==> src/rtl/axi_word_pkg.sv <==
package axi_word_pkg;

  typedef enum logic [1:0] {
    ST_IDLE  = 2'd0,
    ST_WRITE = 2'd1,
    ST_READ  = 2'd2
  } wm_state_e;

  localparam logic [1:0] RESP_OKAY  = 2'b00;
  localparam logic [1:0] BURST_INCR = 2'b01;

  // Any response code other than OKAY counts as an error.
  function automatic logic resp_is_error(input logic [1:0] code);
    return code != RESP_OKAY;
  endfunction

  // AXI size field: log2 of the number of bytes in one beat.
  function automatic logic [2:0] size_code(input int unsigned nbytes);
    return 3'($clog2(nbytes));
  endfunction

endpackage

==> src/rtl/axi_word_req_edge.sv <==
module axi_word_req_edge (
  input  logic clk,
  input  logic rst_n,
  input  logic req,
  output logic start
);
  logic req_q;

  always_ff @(posedge clk) begin
    if (!rst_n) req_q <= 1'b0;
    else        req_q <= req;
  end

  // One cycle on each low-to-high change of the request level.
  assign start = req & ~req_q;
endmodule

==> src/rtl/axi_word_ctrl.sv <==
module axi_word_ctrl
  import axi_word_pkg::*;
#(
  parameter int ADDR_W = 32,
  parameter int DATA_W = 32
) (
  input  logic              clk,
  input  logic              rst_n,
  input  logic              start,
  input  logic              is_write,
  input  logic [ADDR_W-1:0] addr,
  input  logic [DATA_W-1:0] wdata,
  input  logic              awready,
  input  logic              wready,
  input  logic              bvalid,
  input  logic              arready,
  input  logic              rvalid,
  output logic              launch,
  output logic              awvalid,
  output logic              wvalid,
  output logic              arvalid,
  output logic              bready,
  output logic              rready,
  output logic [ADDR_W-1:0] awaddr,
  output logic [ADDR_W-1:0] araddr,
  output logic [DATA_W-1:0] wdata_q,
  output logic              wr_beat,
  output logic              rd_beat,
  output logic              b_hs
);
  wm_state_e state;

  assign launch  = start && (state == ST_IDLE);
  assign bready  = (state == ST_WRITE);
  assign rready  = (state == ST_READ);
  assign wr_beat = wvalid && wready;
  assign rd_beat = rvalid && rready;
  assign b_hs    = bvalid && bready;

  always_ff @(posedge clk) begin
    if (!rst_n) begin
      state   <= ST_IDLE;
      awvalid <= 1'b0;
      wvalid  <= 1'b0;
      arvalid <= 1'b0;
      awaddr  <= '0;
      araddr  <= '0;
      wdata_q <= '0;
    end else if (launch) begin
      awaddr  <= addr;
      araddr  <= addr;
      wdata_q <= wdata;
      state   <= is_write ? ST_WRITE : ST_READ;
      awvalid <= is_write;
      wvalid  <= is_write;
      arvalid <= !is_write;
    end else begin
      if (awvalid && awready) awvalid <= 1'b0;
      if (wvalid && wready)   wvalid  <= 1'b0;
      if (arvalid && arready) arvalid <= 1'b0;
      if (b_hs || rd_beat)    state   <= ST_IDLE;
    end
  end
endmodule

==> src/rtl/axi_word_rsp.sv <==
module axi_word_rsp
  import axi_word_pkg::*;
#(
  parameter int DATA_W = 32
) (
  input  logic              clk,
  input  logic              rst_n,
  input  logic              req,
  input  logic              launch,
  input  logic              wr_beat,
  input  logic              rd_beat,
  input  logic              b_hs,
  input  logic [1:0]        bresp,
  input  logic [1:0]        rresp,
  input  logic [DATA_W-1:0] rdata,
  output logic              done,
  output logic [DATA_W-1:0] rdata_q,
  output logic              err
);
  always_ff @(posedge clk) begin
    if (!rst_n) begin
      done    <= 1'b0;
      rdata_q <= '0;
      err     <= 1'b0;
    end else begin
      if (wr_beat || rd_beat) done <= 1'b1;
      else if (!req)          done <= 1'b0;

      if (rd_beat) rdata_q <= rdata;

      if (launch)                                  err <= 1'b0;
      else if (b_hs && resp_is_error(bresp))       err <= 1'b1;
      else if (rd_beat && resp_is_error(rresp))    err <= 1'b1;
    end
  end
endmodule

==> src/rtl/axi_word_master.sv <==
module axi_word_master
  import axi_word_pkg::*;
#(
  parameter int ADDR_W = 32,
  parameter int DATA_W = 32
) (
  input  logic                clk,
  input  logic                rst_n,
  input  logic                cmd_req,
  input  logic                cmd_is_write,
  input  logic [ADDR_W-1:0]   cmd_addr,
  input  logic [DATA_W-1:0]   cmd_wdata,
  output logic                rsp_done,
  output logic [DATA_W-1:0]   rsp_rdata,
  output logic                rsp_err,
  output logic [ADDR_W-1:0]   m_awaddr,
  output logic [7:0]          m_awlen,
  output logic [2:0]          m_awsize,
  output logic [1:0]          m_awburst,
  output logic                m_awvalid,
  input  logic                m_awready,
  output logic [DATA_W-1:0]   m_wdata,
  output logic [DATA_W/8-1:0] m_wstrb,
  output logic                m_wlast,
  output logic                m_wvalid,
  input  logic                m_wready,
  input  logic [1:0]          m_bresp,
  input  logic                m_bvalid,
  output logic                m_bready,
  output logic [ADDR_W-1:0]   m_araddr,
  output logic [7:0]          m_arlen,
  output logic [2:0]          m_arsize,
  output logic [1:0]          m_arburst,
  output logic                m_arvalid,
  input  logic                m_arready,
  input  logic [DATA_W-1:0]   m_rdata,
  input  logic [1:0]          m_rresp,
  input  logic                m_rvalid,
  output logic                m_rready
);
  localparam int BYTES = DATA_W / 8;

  logic start, launch, wr_beat, rd_beat, b_hs;

  axi_word_req_edge u_edge (
    .clk(clk), .rst_n(rst_n), .req(cmd_req), .start(start)
  );

  axi_word_ctrl #(.ADDR_W(ADDR_W), .DATA_W(DATA_W)) u_ctrl (
    .clk(clk), .rst_n(rst_n), .start(start), .is_write(cmd_is_write),
    .addr(cmd_addr), .wdata(cmd_wdata),
    .awready(m_awready), .wready(m_wready), .bvalid(m_bvalid),
    .arready(m_arready), .rvalid(m_rvalid),
    .launch(launch), .awvalid(m_awvalid), .wvalid(m_wvalid),
    .arvalid(m_arvalid), .bready(m_bready), .rready(m_rready),
    .awaddr(m_awaddr), .araddr(m_araddr), .wdata_q(m_wdata),
    .wr_beat(wr_beat), .rd_beat(rd_beat), .b_hs(b_hs)
  );

  axi_word_rsp #(.DATA_W(DATA_W)) u_rsp (
    .clk(clk), .rst_n(rst_n), .req(cmd_req), .launch(launch),
    .wr_beat(wr_beat), .rd_beat(rd_beat), .b_hs(b_hs),
    .bresp(m_bresp), .rresp(m_rresp), .rdata(m_rdata),
    .done(rsp_done), .rdata_q(rsp_rdata), .err(rsp_err)
  );

  // Single-beat transfer fields.
  assign m_awlen   = 8'd0;
  assign m_arlen   = 8'd0;
  assign m_awsize  = size_code(BYTES);
  assign m_arsize  = size_code(BYTES);
  assign m_awburst = BURST_INCR;
  assign m_arburst = BURST_INCR;
  assign m_wstrb   = '1;
  assign m_wlast   = 1'b1;
endmodule

==> config.mk <==
export PLATFORM = sky130hd
export DESIGN_NAME = axi_word_master
export DESIGN_NICKNAME = d
export VERILOG_FILES = /design/src/rtl/axi_word_pkg.sv /design/src/rtl/axi_word_req_edge.sv /design/src/rtl/axi_word_ctrl.sv /design/src/rtl/axi_word_rsp.sv /design/src/rtl/axi_word_master.sv
export SDC_FILE = /design/constraint.sdc
export NUM_CORES = 1
export LEC_CHECK = 0
export ABC_AREA = 1
export BUFFER_PORTS_ARGS = -buffer_cell sky130_fd_sc_hd__buf_2
export CAP_MARGIN = 5
export CELL_PAD_IN_SITES_DETAIL_PLACEMENT = 2
export CELL_PAD_IN_SITES_GLOBAL_PLACEMENT = 2
export CORE_UTILIZATION = 23
export CTS_BUF_LIST = sky130_fd_sc_hd__clkbuf_8
export CTS_CLUSTER_DIAMETER = 120
export CTS_CLUSTER_SIZE = 14
export DETAILED_ROUTE_END_ITERATION = 10
export GPL_TIMING_DRIVEN = 0
export HOLD_SLACK_MARGIN = 0.15
export PLACE_DENSITY_LB_ADDON = 0.1
export SYNTH_ARGS = -nofsm -noshare
export SYNTH_HDL_FRONTEND = slang
export SYNTH_HIERARCHICAL = 1
export SYNTH_SLANG_ARGS = --single-unit
==> constraint.sdc <==
create_clock -name clk -period 1.8 [get_ports clk]
set_input_delay 0.36 -clock clk [delete_from_list [all_inputs] [get_ports clk]]
set_output_delay 0.36 -clock clk [all_outputs]
set_load 0.1 [all_outputs]
Word level (Yosys, flattened, before mapping):

Index checks and enable logic that the tools add are counted.

* flip-flop bits (word level): 104

* bitwise logic cells: 3
* equality and inequality tests: 3
* reduce and logical (&&, ||, !) cells: 20
* muxes and demuxes: 13

Operators with widths (count)
* $reduce_bool 2->1: 7
* $mux 1: 10
* $logic_and 1x1->1: 8
* $mux 2: 3
* $eq 2x1->1 const B: 1
* $eq 2x2->1 const B: 1
* $logic_not 2->1: 1
* $logic_or 1x1->1: 2
* $ne 2x1->1 const B: 1
* $not 1->1: 2
* $reduce_or 2->1: 1
* $and 1x1->1: 1
* $logic_not 1->1: 1

Longest topological paths before layout:

* depth in word-level cells: 5
* depth in mapped cells: 8
* depth with buffers taken out: 7

By module:

The synthesis kept the hierarchy.

Modules (own cells, without submodules)
* axi_word_ctrl: area an instance 3131.8 sq um, times used 1, cells an instance 420, seq. area each 1381.3 sq um
* axi_word_rsp: area an instance 1217.4 sq um, times used 1, cells an instance 151, seq. area each 680.7 sq um
* axi_word_master: area an instance 240.2 sq um, times used 1, cells an instance 33, seq. area each 0.0 sq um
* axi_word_req_edge: area an instance 37.5 sq um, times used 1, cells an instance 5, seq. area each 20.0 sq um

Worst setup path before layout:

No wires, ideal clock.

* path type: register to output
* start: reg u_ctrl.state[1]
* end: out m_rready
* path buffers: 0
* setup slack: -279 ps
* cell stages (with the launch flop): 3
* arrival: 1719 ps
* data required time: 1440 ps
* path through: dfxtp_1 inv_1 nor2_1

* word-level cells in the longest chain between the ends: 1

RTL lines
* start, declared: RTL line axi_word_ctrl.sv:31 `wm_state_e state;`
* start signal, assigned: RTL line axi_word_ctrl.sv:53 `state <= is_write ? ST_WRITE : ST_READ;`
* $eq 2x2->1: RTL line axi_word_ctrl.sv:35 `assign rready = (state == ST_READ);`
* end, declared: RTL line axi_word_master.sv:39 `output logic m_rready`

No other way between the ends.

Final worst setup path:

* start: reg u_ctrl.state[0]
* end: out m_bready

* word-level cells in the longest chain between the ends: 1

RTL lines
* $eq 2x1->1: RTL line axi_word_ctrl.sv:34 `assign bready = (state == ST_WRITE);`
* end, declared: RTL line axi_word_master.sv:29 `output logic m_bready,`

No other way between the ends.

==> run metrics <==
minimum clock period after layout=about 1.7 ns; area leader, netlist=dfxtp_1; CP endpoint=m_bready; H-tree depth=3; clock transition at the registers of the reported paths=~0.1 ns; first-pass GRT wire length=around 25000 um; largest cells by area after synthesis=dfxtp_1, nor2_1, buf_4; Via Count=4772; die width=roughly 140 um; RSZ-0062 raised after global routing=no; relative slew slack=0.656; FFs w/ async S/R, synth=0; Hold Vio Cnt, Final=0; Buf/Inv on CP=2; worst r2r src=u_edge/req_q; pin count of the biggest net entering global routing=17; Top delay family on crit path=flip-flops; CP Max Fanout=6; Max Cap Violations=0; arrival time of the worst setup path=around 1.4 ns; Mapped Cells=a little over 600; Critical Path RT=1.44 ns; Remaining DRCs=0; WL per Instance=between 10 and 15 um; status=finished, final reports clean; HP Class=input port to flop; number of buffers added on ports=243; setup bufs post-CTS=0; register area=approximately 0.0021 mm^2; Commonest cells post-synth=nor2_1, dfxtp_1, nand2_1; Main synth FF type=dfxtp_1; multi-input logic area=about 0.0019 mm^2; count leader, synth=nor2_1; leak pwr=about 0.0036 uW; Max Fclk=slightly below 600 MHz; Area Overhead vs Synth=41.9%; Max Clock Skew=roughly 0.0094 ns; grt total ovfl=0; via/cell ratio=about 4.1; PD cells=around 1100 mW/mm^2; die height=about 140 um; total power=~7400 uW; peak supply drop=about 0.00039 V; Post-synth EDFFs=0; crit-path max cell delay=just under 0.5 ns; Setup WS post-layout=around 0.094 ns; Yosys warning total=6; CTS tree=yes; CTS buffer count=9; Filler cells=roughly 2400; CTS Sinks=104; CP endpoint kind=primary output; CP max-delay cell=dfxtp_1; Worst path depth=3; critical-path cell list=inv_2 -> nor2_2 -> buf_4; TritonRoute pass-1 iters=4; initial DRC count=a little over 90; synth unique cells=18; part of the cycle the worst path needs=0.948; Global Route Usage Sum=0.160; Clk Latency, worst-skew pair=0.38 ns; root buf cell=clkbuf_8; Worst Max-Slew Pin Slew=0.519 ns; Max Root-Sink Buffers=2; DRT antenna net count=0; Worst R2R Setup Slack=~0.23 ns; hpwl dp=around 13000 um; placed cells=1146; Slew Limit Fails=0; die area=approximately 0.021 mm^2; synthesis-stage register bit count=about 100; core area=around 0.020 mm^2; Mapped Area=roughly 0.0046 mm^2; Mapped Avg Cell Area=roughly 7.6 um^2; setup violators final=0; Startpoint Class=flop; area share of the largest cell type after synthesis=0.450; vias in the first global route=around 5000; Critical Path Start=u_ctrl/state[0]; layout cells sized above 1=0.400; row cnt=51; Final Util=0.335; DP Worst Slack=-0.508 ns; Hold WS=0.195 ns; starting density of the core=0.236; gpl congestion=slightly above 0.7; Crit Path Class=flop to primary output; R2R cell count=6; post-route insts no fill=approximately 1200; routed wire length=16500 um; fin nets=approximately 1000; sequential area share after synthesis=0.450; Worst R2R End=u_ctrl/araddr[4]; antenna violations before repair=0; CTS Hold Bufs=0; IO Count=~280
==> flip-flops by register name, indices dropped and copies added (netlist names) <==
register and count:
u_rsp/err 1, u_ctrl/state 2, u_edge/req_q 1, u_ctrl/arvalid 1, u_ctrl/wvalid 1, u_ctrl/araddr 32, u_ctrl/wdata_q 32, u_rsp/rdata_q 32
u_ctrl/awvalid 1, u_rsp/done 1
==> cells by family (layout without fill, tap and decap cells) <==
group / count (synthesis) / after routing / share of synthesized area
buffers and inverters: 116 / 375 / 0.167
AO/OA/AOI/OAI: 39 / 39 / 0.0422
other: 2 / 32 / 0.00162
AND/OR/NAND/NOR: 348 / 348 / 0.339
flip-flops: 104 / 104 / 0.450
==> metrics by stage <==
| stage | area [um^2] | TNS [ns] |
|---|---|---|
| final | 6570 | 0 |
| after global routing | 6560 | 0 |
| after CTS | 6560 | 0 |
| after detailed placement | 6290 | -15.76 |
| after global placement | 6290 | -9.34 |
| after floorplan | 4740 | 0 |
==> tightest hold or removal path: cells and delay by family <==
family,cells,cell delay (ns)
simple gates,2,0.11
buf+inv,1,0.07
==> layout make-up <==
cell class                      instances  share of cell area
Clock inverter                          5              0.0156
Timing Repair Buffer                  243               0.187
Tap cell                              265              0.0505
Antenna cell                            1            0.000381
Inverter                               16             0.00915
Sequential cell                       104               0.317
Clock buffer                           11              0.0231
Multi-Input combinational cell        418               0.289
Buffer                                100               0.108
==> cell usage in the layout (no fill, tap or decap), drive strengths merged <==
cell	instances
buf	342
nor3	2
nor2	208
nand2	71
o21ai	36
clkbuf	12
conb	31
dfxtp	104
diode	1
nand3b	64
a21oi	3
bufinv	3
nand3	3
inv	18
==> worst min path at each step <==
| stage | startpoint | to | slack, ns | cells past startpoint |
|---|---|---|---|---|
| after floorplan | cmd_req | u_edge/req_q | 0.45 | 2 |
| after global placement | u_rsp/done | u_rsp/done | 0.44 | 2 |
| after detailed placement | u_rsp/done | u_rsp/done | 0.45 | 2 |
| after CTS | m_rdata[31] | u_rsp/rdata_q[31] | 0.17 | 3 |
| after global routing | m_rdata[31] | u_rsp/rdata_q[31] | 0.19 | 3 |
| final | m_rdata[31] | u_rsp/rdata_q[31] | 0.20 | 3 |
==> where the power goes <==
| group | switching, uW | internal [uW] |
|---|---|---|
| clock network | 832 | 1000 |
| registers | 108 | 2470 |
| logic | 2460 | 562 |
==> metal layers <==
metal  routed length, um  GRT usage  up-vias
met5                   0          0        -
met4                 249     0.0560        0
met3                1200     0.0437       14
met2                8300      0.288      152
met1                6720      0.179     2245
li1                    -          -     2361
==> repair_timing <==
item                       4_1_cts  5_1_grt
setup endpoints to repair       36       18
gates resized for setup          5        1
pin swaps                        0        1
Note: power is estimated with default switching activity, not from simulation.
